$ cat src/rtl/clkdiv_pkg.sv
package clkdiv_pkg;
  typedef struct packed {
    logic tick;
    logic clear;
  } divStrobe_t;
endpackage

$ cat src/rtl/clkdiv_ctrl.sv
module clkdiv_ctrl
  import clkdiv_pkg::*;
#(
  parameter int SYNC_STAGES = 2
) (
  input  logic       sysClk,
  input  logic       rstN,
  input  logic       clear,
  input  logic       srcSel,
  input  logic       oscIn,
  input  logic       extIn,
  output logic       oscOut,
  output divStrobe_t strobes
);
  logic                   selLvl;
  logic [SYNC_STAGES-1:0] syncQ;
  logic                   prevQ;

  // AND-OR gating of the two candidate sources
  assign selLvl = (oscIn & ~srcSel) | (extIn & srcSel);
  assign oscOut = oscIn;

  generate
    if (SYNC_STAGES == 1) begin : gSync1
      always_ff @(posedge sysClk or negedge rstN) begin
        if (!rstN) syncQ <= '0;
        else       syncQ <= selLvl;
      end
    end else begin : gSyncN
      always_ff @(posedge sysClk or negedge rstN) begin
        if (!rstN) syncQ <= '0;
        else       syncQ <= {syncQ[SYNC_STAGES-2:0], selLvl};
      end
    end
  endgenerate

  always_ff @(posedge sysClk or negedge rstN) begin
    if (!rstN) prevQ <= 1'b0;
    else       prevQ <= syncQ[SYNC_STAGES-1];
  end

  assign strobes.tick  = syncQ[SYNC_STAGES-1] & ~prevQ;
  assign strobes.clear = clear;
endmodule

$ cat src/rtl/clkdiv_dp.sv
module clkdiv_dp
  import clkdiv_pkg::*;
#(
  parameter int CLK_DIV = 3
) (
  input  logic       sysClk,
  input  logic       rstN,
  input  divStrobe_t strobes,
  output logic       cpuClk,
  output logic       periphClk,
  output logic       phaseStrobe
);
  localparam int CNT_W = (CLK_DIV > 2) ? $clog2(CLK_DIV) : 1;
  localparam logic [CNT_W-1:0] LAST = CNT_W'(CLK_DIV - 1);

  logic [CNT_W-1:0] phaseCnt;
  logic [CNT_W-1:0] phaseNext;
  logic             wrap;

  always_comb begin
    phaseNext = (phaseCnt == LAST) ? '0 : phaseCnt + 1'b1;
    wrap      = strobes.tick && (phaseNext == '0);
  end

  always_ff @(posedge sysClk or negedge rstN) begin
    if (!rstN) begin
      phaseCnt    <= '0;
      cpuClk      <= 1'b0;
      periphClk   <= 1'b0;
      phaseStrobe <= 1'b0;
    end else if (strobes.clear) begin
      phaseCnt    <= '0;
      cpuClk      <= 1'b0;
      periphClk   <= 1'b0;
      phaseStrobe <= 1'b0;
    end else begin
      phaseStrobe <= wrap;
      if (strobes.tick) begin
        phaseCnt <= phaseNext;
        cpuClk   <= (phaseNext == '0);
      end
      if (wrap) periphClk <= ~periphClk;
    end
  end
endmodule

$ cat src/rtl/clkdiv_chain.sv
module clkdiv_chain
  import clkdiv_pkg::*;
#(
  parameter int SYNC_STAGES = 2,
  parameter int CLK_DIV     = 3
) (
  input  logic sysClk,
  input  logic rstN,
  input  logic clear,
  input  logic srcSel,
  input  logic oscIn,
  input  logic extIn,
  output logic oscOut,
  output logic cpuClk,
  output logic periphClk,
  output logic phaseStrobe
);
  divStrobe_t strobes;

  clkdiv_ctrl #(.SYNC_STAGES(SYNC_STAGES)) uCtrl (
    .sysClk (sysClk),
    .rstN   (rstN),
    .clear  (clear),
    .srcSel (srcSel),
    .oscIn  (oscIn),
    .extIn  (extIn),
    .oscOut (oscOut),
    .strobes(strobes)
  );

  clkdiv_dp #(.CLK_DIV(CLK_DIV)) uDp (
    .sysClk     (sysClk),
    .rstN       (rstN),
    .strobes    (strobes),
    .cpuClk     (cpuClk),
    .periphClk  (periphClk),
    .phaseStrobe(phaseStrobe)
  );
endmodule

$ cat config.mk
export PLATFORM = sky130hd
export DESIGN_NAME = clkdiv_chain
export DESIGN_NICKNAME = d
export VERILOG_FILES = /design/src/rtl/clkdiv_pkg.sv /design/src/rtl/clkdiv_ctrl.sv /design/src/rtl/clkdiv_dp.sv /design/src/rtl/clkdiv_chain.sv
export SDC_FILE = /design/constraint.sdc
export NUM_CORES = 1
export LEC_CHECK = 0
export BUFFER_PORTS_ARGS = -buffer_cell sky130_fd_sc_hd__buf_2
export CORE_AREA = 2 2 39 41
export CTS_CLUSTER_SIZE = 20
export DETAILED_ROUTE_END_ITERATION = 16
export DIE_AREA = 0 0 41 43
export PLACE_DENSITY = 0.43
export SYNTH_ARGS = -nofsm -noshare
export SYNTH_HDL_FRONTEND = slang
export SYNTH_SLANG_ARGS = --single-unit
export TNS_END_PERCENT = 10
$ cat constraint.sdc
create_clock -name sysClk -period 1.76 [get_ports sysClk]
set_input_delay 0.352 -clock sysClk [delete_from_list [all_inputs] [get_ports sysClk]]
set_output_delay 0.352 -clock sysClk [all_outputs]
set_load 0.05 [all_outputs]
==> impl_metrics.json, run 1 <==
{
  "via_per_inst": 3.98,
  "synth_area_leader_cell": "dfrtp_1",
  "grtUsageMet1_pct": 8.78,
  "grt.met2_usage_pct": 11.3,
  "cts_tree": "yes",
  "end_kind": "primary output",
  "ir_drop_mv": 0.352,
  "crit_chain": "buf_2",
  "hpwl_um": 409,
  "dr.pass1.iters": 2,
  "crit_required_ns": 1.41,
  "period_minus_slack_ns": 1.24,
  "synth_area_um2": 308,
  "grt_pass1_vias": 230,
  "register_area_um2": 200,
  "seq_area_frac_synth_pct": 65.0,
  "drt.antenna.violating_nets": 0,
  "cts_resized": 0,
  "rows": 14,
  "grt_antenna_before_repair": 0,
  "clkTransAtPathRegs_ns": 0.05,
  "rsz0062_at_grt": "no",
  "yosys-top-cells-area": "dfrtp_1 65%, nor2_1 4.9%, and4bb_1 4.1%",
  "grt_use_total_pct": 8.15,
  "start_util_pct": 22.2,
  "synth_xor_area_share_pct": 2.85,
  "multiInputGateArea_um2": 100,
  "leakagePower_nw": 0.199,
  "fin_nets": 43,
  "setup_violations": 0,
  "drive_gt1_share_pct": 40.0,
  "path_max_fanout": 2,
  "finalWirelength_um": 519,
  "tightestPinTransition_ns": 0.253,
  "ys_types": 12,
  "drv_cap": 0,
  "grt.busiest_layer": "met2",
  "crit_arrival_ns": 0.88,
  "fp.dieW_um": 41,
  "worstSkewPairLatency_ns": 0.25,
  "synth_warnings": 0,
  "worstSetupPathType": "flop to primary output",
  "muxShareOfSynthArea_pct": 6.91,
  "crit_family": "flip-flops",
  "mostFrequentLayoutCell": "buf_2",
  "synth_compound_area_share_pct": 3.25,
  "portBuffers": 9,
  "final_cell_mix": "9 x buf_2, 8 x dfrtp_1, 4 x nor2_1",
  "finalHoldViolations": 0,
  "dieHeight_um": 43,
  "total_power_mw": 0.369,
  "overflow": 0,
  "hp-class": "primary input to flop",
  "clock_skew_ns": 0.00788,
  "grtUsageMet3_pct": 1.57,
  "start_kind": "flop",
  "max_freq_mhz": 809,
  "synth_cells": 23,
  "critPathBufInv": 1,
  "drt_iter0_drc": 3,
  "synth_top_family_by_area": "simple AND/OR/NAND/NOR gates",
  "synth-seq-cells": 8,
  "period_share_pct": 70.2,
  "clockBufferDepth": 2,
  "synth.avg_cell_area_um2": 13.4,
  "cts.sinks": 8,
  "num_vias": 203,
  "htreeDepth": 1,
  "rr_worst_depth": 3,
  "routabilityCongestion": 0.710,
  "core_area_um2": 1380,
  "synth_fa_ha_area_share_pct": 0,
  "die_area_um2": 1760,
  "cp_slowest_cell": "dfrtp_1",
  "power.density_nw_per_um2": 929,
  "cts_root_buffer": "clkbuf_4",
  "n_fill_cell": 137,
  "min_path_cells": 2,
  "wire_per_inst_um": 10.2,
  "status": "complete, no violations",
  "yosysTopAreaCellShare_pct": 65.0,
  "synth_simple_gate_area_share_pct": 19.5,
  "slew_headroom_pct": 83.2,
  "crit_cells": 1,
  "cts_buffers": 3,
  "crit_path_max_incr_delay_ns": 0.36,
  "drc": 0,
  "syn-num-nets": 29,
  "grt_pass1_wl_um": 897,
  "num_io_pins": 10,
  "syn_to_final_growth_pct": 29.3,
  "antenna_cells": 0,
  "setup_tns_ns": 0,
  "grt_start_max_net_pins": 9,
  "slew_violations": 0
}
==> registers in the layout, summed over array words and instances, names as in the netlist <==
| signal | count |
|---|---|
| uCtrl.prevQ | 1 |
| uDp.cpuClk | 1 |
| uDp.phaseCnt | 2 |
| uCtrl.syncQ | 2 |
| uDp.periphClk | 1 |
| uDp.phaseStrobe | 1 |
==> cells by family after synthesis <==
logic type             count (synthesis)
flip-flops                             8
multiplexers                           2
XOR/XNOR                               1
AND/OR/NAND/NOR                        9
buffers and inverters                  1
AO/OA/AOI/OAI                          2
==> synthesized netlist by cell type <==
cell type	n
nor2_1	4
xor2_1	1
nor3b_2	1
nand3b_1	1
mux2i_1	1
a21oi_1	2
nand2b_2	1
buf_4	1
nand2_1	1
mux2_1	1
and4bb_1	1
dfrtp_1	8
==> timing repair <==
| item | CTS | global route |
|---|---|---|
| endpoints found under the hold margin | 8 | 0 |
| hold buffers | 1 | 0 |
| setup buffers | 0 | 0 |
==> per-layer routing <==
| metal | part of all wire (%) | vias up |
|---|---|---|
| met5 | 0 | - |
| met4 | 0 | 0 |
| met3 | 6.6 | 0 |
| met2 | 50 | 8 |
| met1 | 44 | 94 |
| li1 | - | 101 |
==> through the flow <==
stage / setup WS [ns] / util (%) / hold WS, ns / cell area, um^2 / std cells
after floorplan: 0.795 / - / 0.0564 / 308 / 23
after global placement: 0.728 / 26.4 / 0.199 / 365 / 47
after detailed placement: 0.726 / 26.4 / 0.199 / 365 / 47
after CTS: 0.509 / 28.8 / 0.317 / 398 / 51
after global routing: 0.490 / 28.8 / 0.321 / 398 / 51
final: 0.524 / 28.8 / 0.321 / 398 / 51
==> area by class of cell <==
class                           count  area share (%)
Sequential cell                     8            50.3
Multi-Input combinational cell     14            25.2
Timing Repair Buffer               10            13.8
Clock buffer                        3            5.66
Tap cell                           16            5.03
==> where the power goes <==
| part | internal (mW) | switching (mW) |
|---|---|---|
| logic | 0.0150 | 0.0202 |
| registers | 0.193 | 0.00610 |
| clock network | 0.0777 | 0.0575 |
==> worst paths after layout <==
check / from / slack (ns) / end
setup / recovery: uDp.periphClk$_DFFE_PN0P_ / 0.52 / periphClk
hold / removal: clear / 0.32 / uDp.phaseStrobe$_DFF_PN0_
setup reg to reg: uCtrl.prevQ$_DFF_PN0_ / 0.83 / uDp.phaseCnt[0]$_DFFE_PN0P_
hold reg to reg: uCtrl.syncQ[0]$_DFF_PN0_ / 0.35 / uCtrl.syncQ[1]$_DFF_PN0_
max in group asynchronous: rstN / 1.14 / uDp.phaseCnt[0]$_DFFE_PN0P_
min in group asynchronous: rstN / 0.46 / uDp.periphClk$_DFFE_PN0P_
(Power assumes the default switching activity.)
==> run 2: changes to the inputs <==
--- a/config.mk
+++ b/config.mk
@@ -10,7 +10,7 @@
 export CTS_CLUSTER_SIZE = 20
 export DETAILED_ROUTE_END_ITERATION = 16
 export DIE_AREA = 0 0 41 43
-export PLACE_DENSITY = 0.43
+export PLACE_DENSITY = 0.44
 export SYNTH_ARGS = -nofsm -noshare
 export SYNTH_HDL_FRONTEND = slang
 export SYNTH_SLANG_ARGS = --single-unit
==> constraint.sdc (replaced) <==
create_clock -name sysClk -period 1.08 [get_ports sysClk]
set_input_delay 0.216 -clock sysClk [delete_from_list [all_inputs] [get_ports sysClk]]
set_output_delay 0.216 -clock sysClk [all_outputs]
set_load 0.05 [all_outputs]
==> run 2 against run 1 <==
  * Final area increased by 2.2%
  * Register-to-register slack worse by 0.66 ns
  * Final cell count stayed put
  * Utilization rose by 0.63 points
  * Wire length decreased by 9.8%
  * Total power rose by 63%
  * Flip-flop and latch count is the same
  * Count of clock-buffer cells in the layout did not move
  * Worst setup slack worse by 0.47 ns
  * Die area stayed put
  * Worst hold slack lost 0.14 ns
  * Critical path type unchanged
==> impl_metrics.json, run 2 (synthesis results as in run 1) <==
{
  "status": "complete, no violations",
  "overflow": 0,
  "start_kind": "flop",
  "comb_power_share_pct": 9.4,
  "seqPwrFrac_pct": 54.0,
  "setup_tns_ns": 0,
  "cts_buffers": 3,
  "grt_use_total_pct": 7.82,
  "syn_to_final_growth_pct": 32.1,
  "post_cts_buffers": 0,
  "fin_nets": 43,
  "hp-class": "primary input to flop",
  "die_area_um2": 1760,
  "period_minus_slack_ns": 1.02,
  "via_per_inst": 4.04,
  "final_cell_mix": "8 x dfrtp_1, 7 x buf_2, 4 x nor2_1",
  "fin_util_pct": 29.4,
  "rows": 14,
  "max_freq_mhz": 976,
  "n_fill_cell": 153,
  "tightestPinTransition_ns": 0.250,
  "clock_power_share_pct": 36.6,
  "min_path_cells": 2,
  "cts_root_buffer": "clkbuf_4",
  "holdCritStartpoint": "extIn",
  "drv_cap": 0,
  "rr_worst_depth": 3,
  "cp-startpoint": "uDp.cpuClk$_DFFE_PN0P_",
  "routabilityCongestion": 0.656,
  "wire_per_inst_um": 9.18,
  "fp.dieW_um": 41,
  "clockBufferDepth": 2,
  "p_sw_mw": 0.135,
  "crit_required_ns": 0.86,
  "pre_cts_ws_ns": 0.192,
  "crit_path_max_incr_delay_ns": 0.37,
  "grt_start_max_net_pins": 9,
  "leakagePower_nw": 0.200,
  "grt_pass1_vias": 192,
  "p_int_mw": 0.466,
  "crit_family": "flip-flops",
  "cts_tree": "yes",
  "drive_gt1_share_pct": 40.0,
  "finalHoldViolations": 0,
  "portBuffers": 9,
  "grt_antenna_before_repair": 0,
  "power.density_nw_per_um2": 1480,
  "multiInputGateArea_um2": 100,
  "slew_violations": 0,
  "start_util_pct": 22.2,
  "num_io_pins": 10,
  "period_share_pct": 94.9,
  "grt_pass1_wl_um": 793,
  "total_power_mw": 0.601,
  "fin_ws_ns": 0.0555,
  "end_kind": "primary output",
  "setup_violations": 0,
  "worstSetupPathType": "flop to primary output",
  "drc": 0,
  "path_max_fanout": 2,
  "numPlacedInstances": 47,
  "cp_slowest_cell": "dfrtp_1",
  "htreeDepth": 1,
  "switching_share_pct": 22.4,
  "cts.sinks": 8,
  "r2r-start": "uCtrl.prevQ$_DFF_PN0_",
  "dieHeight_um": 43,
  "fin_cells": 51,
  "drt.antenna.violating_nets": 0,
  "clock_skew_ns": 0.00192,
  "crit_chain": "buf_4",
  "ir_drop_mv": 0.745,
  "drt_iter0_drc": 1,
  "slew_headroom_pct": 83.5,
  "dr.pass1.iters": 2,
  "worstSkewPairLatency_ns": 0.25,
  "top_regs": "uCtrl.syncQ (2), uDp.phaseCnt (2)",
  "critPathBufInv": 1,
  "finalWirelength_um": 468,
  "crit_cells": 1,
  "register_area_um2": 200,
  "clkTransAtPathRegs_ns": 0.05,
  "rsz0062_at_grt": "no",
  "crit_arrival_ns": 0.81,
  "num_vias": 206,
  "hpwl_um": 356,
  "antenna_cells": 0,
  "mostFrequentLayoutCell": "dfrtp_1",
  "core_area_um2": 1380
}
-- run 2: repair_timing --
item,in CTS,in global routing
resized for setup,1,3
hold buffers,1,0
setup endpoints to repair,1,2
pin swaps,0,0
hold endpoints to repair,8,0
-- run 2: layout make-up --
| cell class | count | area share, % |
|---|---|---|
| sequential | 8 | 49.2 |
| multi-input combinational | 14 | 24.6 |
| timing repair buffer | 10 | 15.7 |
| clock buffer | 3 | 5.54 |
| tap | 16 | 4.92 |
-- run 2: final timing paths --
path / end / slack (ns)
max: cpuClk / 0.06
min: uCtrl.syncQ[0]$_DFF_PN0_ / 0.18
max reg2reg: uDp.phaseCnt[1]$_DFFE_PN0P_ / 0.17
min reg2reg: uCtrl.syncQ[1]$_DFF_PN0_ / 0.35
max in group asynchronous: uDp.cpuClk$_DFFE_PN0P_ / 0.58
min in group asynchronous: uDp.phaseCnt[0]$_DFFE_PN0P_ / 0.34
-- run 2: power groups by stage --
stage,Clock (mW),Sequential [mW],Combinational (mW)
floorplan,0,0.331,0.0314
global placement,0,0.329,0.0533
detailed placement,0,0.330,0.0541
CTS,0.229,0.325,0.0577
global route,0.256,0.327,0.0628
finish,0.220,0.325,0.0568
-- run 2: layer usage --
| layer | GRT usage (%) | up-vias | part of all wire, % |
|---|---|---|---|
| met3 | 4.71 | 4 | 10 |
| met4 | 10.0 | 0 | 5.3 |
| met2 | 7.81 | 10 | 40 |
| li1 | - | 102 | - |
| met5 | 0 | - | 0 |
| met1 | 9.33 | 90 | 44 |
-- run 2: through the flow --
stage                     hold slack, ns  area [um^2]
after floorplan                  -0.0796          308
after global placement            0.0649          365
after detailed placement          0.0671          365
after CTS                          0.184          400
after global routing               0.181          407
final                              0.184          407
